<file path="src/rtl/pis_pkg.sv">
package pis_pkg;

  typedef struct packed {
    logic strobe;
    logic side_b;
    logic rd_win;
    logic usable;
    logic short_int;
  } seq_out_t;

  // Length raised to a floor, both in internal clocks.
  function automatic int unsigned floor_ticks(int unsigned req, int unsigned floor_t);
    return (req < floor_t) ? floor_t : req;
  endfunction

  // Internal clocks to system clocks for the chosen divide setting.
  function automatic int unsigned ticks_to_cycles(int unsigned ticks, logic div4);
    return div4 ? (ticks << 2) : ticks;
  endfunction

endpackage

</file>
<file path="src/rtl/pis_period_sel.sv">
module pis_period_sel #(
  parameter int LEN_W    = 16,
  parameter int CNT_W    = 18,
  parameter int MIN_INT  = 1600,
  parameter int REC_INT  = 5000,
  parameter int REC_RUNS = 3,
  localparam int REC_W   = $clog2(REC_RUNS + 1)
) (
  input  logic [LEN_W-1:0] req_len,
  input  logic             div4,
  input  logic [REC_W-1:0] rec_left,
  output logic [CNT_W-1:0] period,
  output logic             is_short,
  output logic             is_rec,
  output logic [REC_W-1:0] rec_next
);
  import pis_pkg::*;

  int unsigned req_u;
  int unsigned ticks;

  always_comb begin
    req_u    = 32'(req_len);
    is_rec   = (rec_left != '0);
    is_short = !is_rec && (req_u < MIN_INT);
    if (is_rec) ticks = floor_ticks(req_u, REC_INT);
    else        ticks = floor_ticks(req_u, MIN_INT);
    period   = CNT_W'(ticks_to_cycles(ticks, div4));
    if (is_rec)        rec_next = rec_left - 1'b1;
    else if (is_short) rec_next = REC_W'(REC_RUNS);
    else               rec_next = '0;
  end

endmodule

</file>
<file path="src/rtl/pis_guard.sv">
module pis_guard #(
  parameter int CNT_W     = 18,
  parameter int GUARD_CYC = 400
) (
  input  logic             clk,
  input  logic             rst_n,
  input  logic             running,
  input  logic             new_int,
  input  logic [CNT_W-1:0] remain,
  output logic [CNT_W-1:0] since_o,
  output logic             win
);
  logic [CNT_W-1:0] since;

  always_ff @(posedge clk) begin
    if (!rst_n)             since <= '0;
    else if (new_int)       since <= '0;
    else if (since != '1)   since <= since + 1'b1;
  end

  assign since_o = since;
  assign win = running && (since >= CNT_W'(GUARD_CYC)) && (remain > CNT_W'(GUARD_CYC));


  win_open_chk: assert property (@(posedge clk) disable iff (!rst_n)
    $rose(win) |-> (since == CNT_W'(GUARD_CYC)));


  win_edge_chk: assert property (@(posedge clk) disable iff (!rst_n)
    new_int |-> !win);

endmodule

</file>
<file path="src/rtl/pis_quality.sv">
module pis_quality #(
  parameter int WARMUP = 4,
  localparam int EW    = $clog2(WARMUP + 1)
) (
  input  logic clk,
  input  logic rst_n,
  input  logic launch,
  input  logic toggle,
  input  logic cur_short,
  input  logic cur_rec,
  output logic ok_q
);
  logic [EW-1:0] ends;

  always_ff @(posedge clk) begin
    if (!rst_n || launch) begin
      ends <= '0;
      ok_q <= 1'b0;
    end else if (toggle) begin
      ok_q <= (ends >= EW'(WARMUP)) && !cur_short && !cur_rec;
      if (ends < EW'(WARMUP)) ends <= ends + 1'b1;
    end
  end


  warmup_done_chk: assert property (@(posedge clk) disable iff (!rst_n)
    $rose(ok_q) |-> (ends == EW'(WARMUP)));


  rec_quiet_chk: assert property (@(posedge clk) disable iff (!rst_n)
    (toggle && (cur_rec || cur_short)) |=> !ok_q);

endmodule

</file>
<file path="src/rtl/pis_out_align.sv">
module pis_out_align (
  input  logic              clk,
  input  logic              rst_n,
  input  pis_pkg::seq_out_t d,
  output pis_pkg::seq_out_t q
);
  always_ff @(negedge clk) begin
    if (!rst_n) q <= '0;
    else        q <= d;
  end
endmodule

</file>
<file path="src/rtl/pingpong_int_seq.sv">
module pingpong_int_seq #(
  parameter int LEN_W     = 16,
  parameter int MIN_INT   = 1600,
  parameter int REC_INT   = 5000,
  parameter int REC_RUNS  = 3,
  parameter int WARMUP    = 4,
  parameter int GUARD_CYC = 400
) (
  input  logic             clk,
  input  logic             rst_n,
  input  logic             start,
  input  logic [LEN_W-1:0] int_len,
  input  logic             clk_div4,
  output logic             cvt_strobe,
  output logic             side_b,
  output logic             rd_win,
  output logic             usable,
  output logic             short_int
);
  import pis_pkg::*;

  localparam int CNT_W = LEN_W + 2;
  localparam int REC_W = $clog2(REC_RUNS + 1);

  logic             running;
  logic             strobe_req;
  logic [CNT_W-1:0] remain;
  logic             cur_short;
  logic             cur_rec;
  logic [REC_W-1:0] rec_left;

  logic [CNT_W-1:0] nxt_period;
  logic             nxt_short;
  logic             nxt_rec;
  logic [REC_W-1:0] nxt_rec_left;
  logic [CNT_W-1:0] since;
  logic             win;
  logic             ok_q;

  wire launch  = !running && start;
  wire toggle  = running && (remain == CNT_W'(1));
  wire new_int = launch || toggle;

  pis_period_sel #(
    .LEN_W(LEN_W), .CNT_W(CNT_W), .MIN_INT(MIN_INT),
    .REC_INT(REC_INT), .REC_RUNS(REC_RUNS)
  ) u_sel (
    .req_len(int_len), .div4(clk_div4), .rec_left(rec_left),
    .period(nxt_period), .is_short(nxt_short), .is_rec(nxt_rec),
    .rec_next(nxt_rec_left)
  );

  always_ff @(posedge clk) begin
    if (!rst_n) begin
      running    <= 1'b0;
      strobe_req <= 1'b0;
      remain     <= '0;
      cur_short  <= 1'b0;
      cur_rec    <= 1'b0;
      rec_left   <= '0;
    end else begin
      if (launch) running <= 1'b1;
      if (new_int) begin
        strobe_req <= launch ? 1'b1 : ~strobe_req;
        remain     <= nxt_period;
        cur_short  <= nxt_short;
        cur_rec    <= nxt_rec;
        rec_left   <= nxt_rec_left;
      end else if (running) begin
        remain <= remain - 1'b1;
      end
    end
  end

  pis_guard #(.CNT_W(CNT_W), .GUARD_CYC(GUARD_CYC)) u_guard (
    .clk(clk), .rst_n(rst_n), .running(running), .new_int(new_int),
    .remain(remain), .since_o(since), .win(win)
  );

  pis_quality #(.WARMUP(WARMUP)) u_qual (
    .clk(clk), .rst_n(rst_n), .launch(launch), .toggle(toggle),
    .cur_short(cur_short), .cur_rec(cur_rec), .ok_q(ok_q)
  );

  seq_out_t out_d, out_q;

  always_comb begin
    out_d.strobe    = strobe_req;
    out_d.side_b    = running && !strobe_req;
    out_d.rd_win    = win;
    out_d.usable    = ok_q;
    out_d.short_int = running && cur_short;
  end

  pis_out_align u_align (.clk(clk), .rst_n(rst_n), .d(out_d), .q(out_q));

  assign cvt_strobe = out_q.strobe;
  assign side_b     = out_q.side_b;
  assign rd_win     = out_q.rd_win;
  assign usable     = out_q.usable;
  assign short_int  = out_q.short_int;


  period_floor_chk: assert property (@(posedge clk) disable iff (!rst_n)
    toggle |-> ((32'(since) + 1) >= MIN_INT));


  idle_low_chk: assert property (@(posedge clk) disable iff (!rst_n)
    !running |-> !strobe_req);


  rec_bound_chk: assert property (@(posedge clk) disable iff (!rst_n)
    32'(rec_left) <= REC_RUNS);


  short_rec_excl_chk: assert property (@(posedge clk) disable iff (!rst_n)
    !(cur_short && cur_rec));

endmodule

</file>
<file path="config.mk">
export PLATFORM = sky130hd
export DESIGN_NAME = pingpong_int_seq
export DESIGN_NICKNAME = d
export VERILOG_FILES = /design/src/rtl/pis_pkg.sv /design/src/rtl/pis_period_sel.sv /design/src/rtl/pis_guard.sv /design/src/rtl/pis_quality.sv /design/src/rtl/pis_out_align.sv /design/src/rtl/pingpong_int_seq.sv
export SDC_FILE = /design/constraint.sdc
export NUM_CORES = 1
export LEC_CHECK = 0
export ABC_CLOCK_PERIOD_IN_PS = 3600
export CAP_MARGIN = 0
export CORE_MARGIN = 3
export CORE_UTILIZATION = 63
export CTS_CLUSTER_SIZE = 40
export DETAILED_ROUTE_END_ITERATION = 16
export GPL_ROUTABILITY_DRIVEN = 0
export PLACE_DENSITY = 0.92
export SLEW_MARGIN = 20
export SYNTH_ARGS = -nofsm -noshare
export SYNTH_HDL_FRONTEND = slang
export SYNTH_SLANG_ARGS = --single-unit
</file>
<file path="constraint.sdc">
create_clock -name clk -period 3.6 [get_ports clk]
set_input_delay 0.72 -clock clk [delete_from_list [all_inputs] [get_ports clk]]
set_output_delay 0.72 -clock clk [all_outputs]
set_load 0.02 [all_outputs]
</file>
# Word-level counts from Yosys, hierarchy flattened
# Cells that the tools add are included.
classes:
  reduce_logical: 21
  n_eq_ne: 2
  n_addsub: 4
  order_cmp: 6
  muxes: 9
  bitwise: 2
op_table:
  columns: ["op", "n"]
  rows:
  - ["$mux 18", 3]
  - ["$mux 16", 3]
  - ["$add 18x1->18 const B", 1]
  - ["$eq 18x1->1 const B", 1]
  - ["$ge 18x9->1 const B", 1]
  - ["$gt 18x9->1 const B", 1]
  - ["$ne 18x18->1 const B", 1]
  - ["$sub 18x1->18 const B", 1]
  - ["$lt 16x11->1 const B", 1]
  - ["$lt 16x13->1 const B", 1]
  - ["$logic_and 1x1->1", 9]
  - ["$logic_not 1->1", 6]
  - ["$mux 2", 2]
  - ["$reduce_bool 2->1", 2]
  - ["$add 3x1->3 const B", 1]
  - ["$ge 3x3->1 const B", 1]
  - ["$lt 3x3->1 const B", 1]
  - ["$logic_or 1x1->1", 2]
  - ["$not 1->1", 2]
  - ["$reduce_and 2->1", 1]
  - ["$reduce_or 2->1", 1]
  - ["$sub 2x1->2 const B", 1]
  - ["$mux 1", 1]
totals:
  regBits: 51
  input_bits: 20
  output_inout_bits: 5
  elab_cells: 58

# Longest topological paths before layout
# Gate-level depths: netlist of the first run.
depth:
  word_depth: 5
  depth_mapped: 9
  depth_no_buf: 7

# Modules after synthesis
# From an unflattened synthesis of the first run, not the netlist that was laid out.
hier_totals:
  cells_unflattened: 427
  area_unflattened_um2: 3404.5
by_module_without_submodules:
  columns: ["module", "seq_area_each_um2", "instances", "cells_each", "area_each_um2"]
  rows:
  - ["pingpong_int_seq", 480.5, 1, 209, 1649.1]
  - ["pis_guard", 360.3, 1, 123, 1038.5]
  - ["pis_period_sel", 0.0, 1, 67, 411.6]
  - ["pis_quality", 80.1, 1, 17, 170.2]
  - ["pis_out_align", 100.1, 1, 11, 135.1]

==> impl_summary.log, run 1 <==
[metrics] DRT Pass-1 Iters: 5
[metrics] initial standard-cell utilization of the core: about two thirds
[metrics] run status: finished clean
[metrics] Die Footprint: around 0.0057 mm^2
[metrics] number of enable flip-flop cells after synthesis: 0
[metrics] diodes inserted: 0
[metrics] RSZ-0062 raised after global routing: no
[metrics] clock slew at the register clock pins of the worst setup and hold paths: 0.09 ns
[metrics] post-detailed-route count of antenna-violating nets: 0
[metrics] Tot GR Track Use: 28.4%
[metrics] number of I/O port buffers: 24
[metrics] crit end category: output port
[metrics] Avg Cell Area, Syn: 8.16 um^2
[metrics] depth of the worst register-to-register path: 7
[metrics] fraction of synthesized cell area taken by the top area cell type: between 30 and 40%
[metrics] data arrival time of the worst path: between 2 and 3 ns
[metrics] number of antenna violations at the first check in global routing: 0
[metrics] first element of the critical path: u_align.q[4]
[metrics] Std-Cell Core Area: 0.00450 mm^2
[metrics] Syn. warnings: 0
[metrics] global-route wire length before repair: 12,600 um
[metrics] number of setup buffers added after CTS: 0
[metrics] number of global-route vias before repair: between 2,000 and 3,000
[metrics] I/O pin cnt: 25
[metrics] CP Capture Point: cvt_strobe
[metrics] number of buffers added to fix hold violations after cts: 0
[metrics] drt total wl: between 7000 and 8000 um
[metrics] placed wire-length estimate: 5560 um
[metrics] worst-case clock skew: ~0.053 ns
[metrics] Skew-Pair Late Insertion Delay: ~0.36 ns
[metrics] Hold Violations, Final: 0
[metrics] slowest cell on the critical path: dlygate4sd2_1
[metrics] Synthesized Nets: around 400
[metrics] number of max-cap violations: 0
[metrics] dominant cell by count in the synthesized netlist: dfxtp_1
[metrics] via count of the routed design: roughly 3,000
[metrics] ratio of cells with drive above 1 in the final layout: just over 8%
[metrics] startpoint type of the worst setup path: flop
[metrics] root buffer cell: clkbuf_8
[metrics] biggest area consumer among synthesized cells: dfxtp_1
[metrics] slew of the pin with the lowest slew margin: between 0.7 and 0.8 ns
[metrics] crit-path leading delay family: buffers and inverters
[metrics] min-delay worst type: reg -> reg
[metrics] number of storage elements in the synthesis netlist: 51
[metrics] summed instance area of the synthesized netlist: slightly above 0.003 mm^2
[metrics] buffers and inverters on the worst path: 1
[metrics] worst-path cell chain: dlygate4sd2_1
[metrics] synth-to-layout area growth: 11.2%
[metrics] instance count after placement with tap cells included: roughly 430
[metrics] Final setup violation count: 0
[metrics] highest cell delay on the worst timing path: between 0.3 and 0.4 ns
[metrics] type of the setup path with the least slack: reg -> out
[metrics] detailed-route DRC error count: 0
[metrics] sum of overflow across all layers after global routing: 0
[metrics] per-cell routed wire length: ~17 um
[metrics] synth top area cells: dfxtp_1 33%, nor2_1 5.2%, xnor2_1 4.6%
[metrics] Worst slew margin: between 40% and 50%
[metrics] Die Width: approximately 76 um
[metrics] IR Drop Worst-Case VDD: between 0.2 and 0.25 mV
[metrics] number of instances in the synthesized netlist: 374
[metrics] Clock Path Buffers: 2
[metrics] number of H-tree levels: 2
[metrics] Fillers: 340
[metrics] Resized cells post-CTS: 5
[metrics] list of most frequent post-synthesis cells: 51 x dfxtp_1, 42 x nor2_1, 27 x nand2_1, 19 x a21oi_1, 18 x a31oi_1
[metrics] async set-reset flop share out of synthesis: 0%
[metrics] crit-path max FO: 1
[metrics] worst flop-to-flop path startpoint: remain[0]
[metrics] number of slew-limit violations in the final report: 0
[metrics] final total negative setup slack: 0 ns
[metrics] pin count of the biggest net entering global routing: 25
[metrics] critical path data required time: roughly 2.9 ns
[metrics] CTS sink count: 51
[metrics] routed via count divided by cell count: 6.92
[metrics] clock buffers created by TritonCTS: 5
[metrics] RR Endpoint: u_align.q[2]
[metrics] Stages on worst setup path: 1
[metrics] most used flip-flop cell after synthesis: dfxtp_1
[metrics] sequential share of the synthesized area: between 30% and 40%
[metrics] number of DRC markers after the initial detailed-route iteration: 413
[metrics] count of cell types in the netlist: 63
[metrics] setup slack of the most critical reg-to-reg path: approximately 0.25 ns
[metrics] placement row count: 24
[metrics] total power divided by cell area: between 300 and 400 mW/mm^2
[metrics] chip height: approximately 76 um
[metrics] CTS tree: done
[metrics] static leakage: about 1.2 nW
[metrics] Final #Nets: 418
[metrics] final std cells w/o fill: between 400 and 500
[kinds of logic (layout without fill, tap and decap cells)]
kind of cell | after synthesis | in the layout | synth area share [%]
XOR/XNOR | 22 | 22 | 6.32
AO/OA/AOI/OAI | 93 | 93 | 20.6
multiplexers | 10 | 10 | 3.36
flip-flops | 51 | 51 | 33.5
buffers and inverters | 31 | 51 | 4.92
adder cells (fa/ha/maj) | 5 | 5 | 2.05
AND/OR/NAND/NOR | 162 | 162 | 29.3
[how the worst min path moves through the flow]
stage	cells past startpoint	slack, ns	startpoint	endpoint
after floorplan	2	0.43	u_qual.ok_q	u_qual.ok_q
after global placement	2	0.44	u_qual.ok_q	u_qual.ok_q
after detailed placement	2	0.45	u_qual.ok_q	u_qual.ok_q
after CTS	2	0.46	u_qual.ok_q	u_qual.ok_q
after global routing	2	0.49	u_qual.ok_q	u_qual.ok_q
final	2	0.46	u_qual.ok_q	u_qual.ok_q
[power breakdown]
| group | internal, W | switching, W | leakage [nW] |
|---|---|---|---|
| sequential | 0.000593 | 0.0000387 | 0.416 |
| clock | 0.000163 | 0.000209 | 0.0778 |
| combinational | 0.000126 | 0.000162 | 0.733 |
| total | 0.000882 | 0.000410 | 1.23 |
[sequential cells by signal, indices dropped and copies added, names as in the netlist]
name	cells
remain	18
u_align.q	5
rec_left	2
cur_rec	1
strobe_req	1
u_guard.since_o	18
cur_short	1
u_qual.ok_q	1
running	1
u_qual.ends	3
[per-layer routing]
metal  global-route usage [%]  routed length [um]  part of all wire [%]  up-vias
li1                         -                   -                     -     1436
met3                     5.94                 767                   9.9       28
met5                        0                   0                     0        -
met2                     43.7                3480                    45      199
met4                     11.5                 182                   2.3        0
met1                     38.7                3330                    43     1425
[metrics by stage]
| step | hold slack, ns | utilization, % | setup WS (ns) | instance area (um^2) | power (W) |
|---|---|---|---|---|---|
| global route | 0.493 | 75.3 | 0.0361 | 3390 | 0.00135 |
| finish | 0.456 | 75.3 | 0.104 | 3390 | 0.00129 |
| floorplan | 0.427 | - | 0.360 | 3050 | 0.000851 |
| detailed placement | 0.447 | 73.0 | 0.189 | 3290 | 0.000932 |
| global placement | 0.439 | 73.0 | 0.208 | 3290 | 0.000924 |
| CTS | 0.460 | 75.3 | 0.0892 | 3390 | 0.00128 |
[cells in the final DEF, fill, tap and decap left out, types with 3 or more instances in the layout]
cell	netlist	final
nor2_1	42	42
clkdlybuf4s50_1	0	19
clkbuf_8	0	6
xor2_1	6	6
nand4_1	10	10
a211oi_1	4	4
nor4b_1	4	4
and4_1	6	6
and2_1	5	5
nor3_1	16	16
and3_1	7	7
mux2i_1	8	8
dfxtp_1	51	51
o311ai_0	3	3
or3_1	3	3
ha_1	5	5
o21ai_0	17	17
a21oi_1	19	19
nand2_1	27	27
o2111ai_1	4	4
a31oi_1	18	18
nor4_1	5	5
dlygate4sd2_1	0	5
or4_1	4	4
buf_4	2	7
nand3_1	13	13
o211ai_1	4	4
inv_1	8	12
xnor2_1	16	16
[final cells by class]
cell class              count  area [um^2]  share of cell area (%)
flip-flops and latches     51         1020                    30.1
well taps                  52         65.1                    1.92
clock inverters             7         32.5                   0.959
multi-input cells         292         1880                    55.4
inverters                   7         26.3                   0.774
clock buffers               6         82.6                    2.43
repair buffers             31          287                    8.44
No activity file was read; power rests on OpenSTA's default activity.
==> run 2: changes to the inputs <==
--- a/config.mk
+++ b/config.mk
@@ -7,7 +7,7 @@
 export LEC_CHECK = 0
 export ABC_CLOCK_PERIOD_IN_PS = 3600
 export CAP_MARGIN = 0
-export CORE_MARGIN = 3
+export CORE_MARGIN = 2
 export CORE_UTILIZATION = 63
 export CTS_CLUSTER_SIZE = 40
 export DETAILED_ROUTE_END_ITERATION = 16
==> constraint.sdc (replaced) <==
create_clock -name clk -period 3.6 [get_ports clk]
set_input_delay 0.54 -clock clk [delete_from_list [all_inputs] [get_ports clk]]
set_output_delay 0.54 -clock clk [all_outputs]
set_load 0.02 [all_outputs]
==> run 2 against run 1 <==
Compared with the run above: clock power shrank 2%; first-iteration DRC count shrank 46%; critical path depth grew 4; combinational power shrank 4%; sequential power is essentially flat; core utilization shrank 3.3 points; sequential share of layout area grew 0.12 points; clock-buffer cell count shrank 1; setup slack gained 0.049 ns; total power shrank 1.6%; routed wire length shrank 3.9%; largest power group unchanged.
==> impl_summary.log, run 2 (synthesized netlist as in run 1, its figures left out) <==
[metrics] run status: finished clean
[metrics] RSZ-0062 raised after global routing: no
[metrics] DRT Pass-1 Iters: 6 (+1)
[metrics] final std cells w/o fill: 445 (-0.22%)
[metrics] crit-path max FO: 6 (+5)
[metrics] Final setup violation count: 0 (unchanged)
[metrics] clock slew at the register clock pins of the worst setup and hold paths: 0.09 ns (about the same)
[metrics] Resized cells post-CTS: 2 (-3)
[metrics] data arrival time of the worst path: 1.86 ns (-0.92 ns)
[metrics] depth of the worst register-to-register path: 5 (-2)
[metrics] RR Endpoint: u_align.q[2]
[metrics] per-cell routed wire length: 16.7 um (-3.7%)
[metrics] clock buffers created by TritonCTS: 5 (unchanged)
[metrics] synth-to-layout area growth: 10.8%
[metrics] ratio of cells with drive above 1 in the final layout: 7.42% (-0.70 points)
[metrics] Tot GR Track Use: 28.8% (+0.48 points)
[metrics] Final #Nets: 415 (-0.72%)
[metrics] HP Start: u_qual.ok_q
[metrics] detailed-route DRC error count: 0 (unchanged)
[metrics] number of DRC markers after the initial detailed-route iteration: 221 (-46%)
[metrics] IR Drop Worst-Case VDD: 0.232 mV (+16%)
[metrics] number of I/O port buffers: 24 (unchanged)
[metrics] via count of the routed design: 2,975 (-3.7%)
[metrics] post-detailed-route count of antenna-violating nets: 0 (unchanged)
[metrics] number of setup buffers added after CTS: 0 (unchanged)
[metrics] number of buffers added to fix hold violations after cts: 0 (unchanged)
[metrics] most frequent standard cell in the layout excluding fill and tap cells: dfxtp_1
[metrics] most frequent cells in the layout: 51 x dfxtp_1, 42 x nor2_1, 27 x nand2_1
[metrics] Hold Violations, Final: 0 (unchanged)
[metrics] Skew-Pair Late Insertion Delay: 0.37 ns (about the same)
[metrics] Die Width: 73.6 um (-2.6%)
[metrics] drt total wl: 7450 um (-3.9%)
[metrics] number of global-route vias before repair: 2,698 (-1.1%)
[metrics] final total negative setup slack: 0 ns (unchanged)
[metrics] Die Footprint: 0.00541 mm^2 (-5.2%)
[metrics] routed via count divided by cell count: 6.69 (-3.4%)
[metrics] initial standard-cell utilization of the core: 65.0% (-2.7 points)
[metrics] worst flop-to-flop path startpoint: u_guard.since_o[13]
[metrics] number of antenna violations at the first check in global routing: 0 (unchanged)
[metrics] Std-Cell Core Area: 0.00469 mm^2 (+4.2%)
[metrics] placed wire-length estimate: 5430 um (-2.4%)
[metrics] WHS Endpoint: u_qual.ok_q
[metrics] global-route wire length before repair: 12,300 um (-2.4%)
[metrics] startpoint type of the worst setup path: flop
[metrics] Worst slew margin: 48.9% (-0.16 points)
[metrics] slew of the pin with the lowest slew margin: 0.765 ns (+0.0000331 ns)
[metrics] type of the setup path with the least slack: reg -> reg
[metrics] root buffer cell: clkbuf_8
[metrics] chip height: 73.6 um (-2.6%)
[metrics] number of slew-limit violations in the final report: 0 (unchanged)
[metrics] sum of overflow across all layers after global routing: 0 (unchanged)
[metrics] placement row count: 25 (+4.2%)
[metrics] CTS tree: done
[metrics] instance count after placement with tap cells included: 433 (-0.23%)
[metrics] CTS sink count: 51 (unchanged)
[metrics] diodes inserted: 0 (unchanged)
[metrics] worst-case clock skew: 0.0611 ns (+0.00853 ns)
[metrics] number of max-cap violations: 0 (unchanged)
[metrics] total power divided by cell area: 376 mW/mm^2 (-1.2%)
[metrics] static leakage: 1.25 nW (+1.9%)
[metrics] Clock Path Buffers: 2 (unchanged)
[metrics] critical path data required time: 2.01 ns (-0.87 ns)
[metrics] pin count of the biggest net entering global routing: 21 (-16%)
[metrics] crit end category: flop
[metrics] Fillers: 353 (+3.8%)
[metrics] min-delay worst type: reg -> reg
[metrics] setup slack of the most critical reg-to-reg path: 0.15 ns (-0.10 ns)
[metrics] I/O pin cnt: 25 (unchanged)
[metrics] Hold Path Depth: 2 (unchanged)
[metrics] number of H-tree levels: 2 (unchanged)
-- run 2: cell types whose count changed in the layout (fill, tap and decap cells not counted), sizes merged --
| cell | before | now |
|---|---|---|
| dlygate4sd2 | 5 | 2 |
| clkbuf | 6 | 5 |
| buf | 7 | 4 |
| inv | 12 | 13 |
| dlymetal6s2s | 0 | 3 |
-- run 2: worst max path at each step --
stage / start / endpoint / slack, ns / cells after the start
after floorplan: remain[0] / u_align.q[2] / 0.36 / 7
after global placement: u_guard.since_o[13] / u_align.q[2] / 0.26 / 5
after detailed placement: u_guard.since_o[13] / u_align.q[2] / 0.14 / 5
after CTS: u_align.q[0] / short_int / 0.007 / 1
after global routing: u_guard.since_o[13] / u_align.q[2] / 0.06 / 5
final: u_guard.since_o[13] / u_align.q[2] / 0.15 / 5
-- run 2: critical path, cell delays in order, from the launching register on --
cell and delay, ns:
dfxtp_1 0.37, or4_1 0.54, nor3_1 0.17, o21ai_0 0.12
nor4_1 0.25, a311oi_1 0.10
-- run 2: area by class of cell --
| cell class | count | area (um^2) | share of cell area [%] |
|---|---|---|---|
| Multi-Input combinational cell | 292 | 1880 | 55.6 |
| Sequential cell | 51 | 1020 | 30.2 |
| Timing Repair Buffer | 28 | 275 | 8.15 |
| Clock buffer | 5 | 68.8 | 2.04 |
| Tap cell | 54 | 67.6 | 2.00 |
| Clock inverter | 8 | 41.3 | 1.22 |
| Inverter | 7 | 26.3 | 0.777 |
-- run 2: per-layer routing --
layer | track usage, % | vias to the layer above | part of all wire, %
met5 | 0 | - | 0
met4 | 12.5 | 0 | 2.2
met3 | 3.70 | 17 | 5.4
met2 | 50.6 | 119 | 50
met1 | 35.1 | 1399 | 42
li1 | - | 1440 | -
-- run 2: through the flow --
step	setup WS (ns)	util (%)	hold slack [ns]	power, W	area (um^2)
after floorplan	0.360	-	0.427	0.000851	3050
after global placement	0.256	69.7	0.436	0.000914	3270
after detailed placement	0.142	69.7	0.473	0.000921	3270
after CTS	0.00732	71.9	0.485	0.00127	3370
after global routing	0.0597	72.0	0.520	0.00133	3380
final	0.153	72.0	0.483	0.00127	3380
-- run 2: power by group --
part           switching [W]  leakage (nW)  internal (W)
logic               0.000156         0.760      0.000120
registers          0.0000370         0.416      0.000593
clock network       0.000218        0.0751      0.000147
==> run 3: changes to the inputs <==
--- a/config.mk
+++ b/config.mk
@@ -6,7 +6,7 @@
 export NUM_CORES = 1
 export LEC_CHECK = 0
 export ABC_CLOCK_PERIOD_IN_PS = 3600
-export CAP_MARGIN = 0
+export CAP_MARGIN = 25
 export CORE_MARGIN = 2
 export CORE_UTILIZATION = 63
 export CTS_CLUSTER_SIZE = 40
==> results of run 3 <==
Final layout, timing and power as in run 2 (identical DEF).
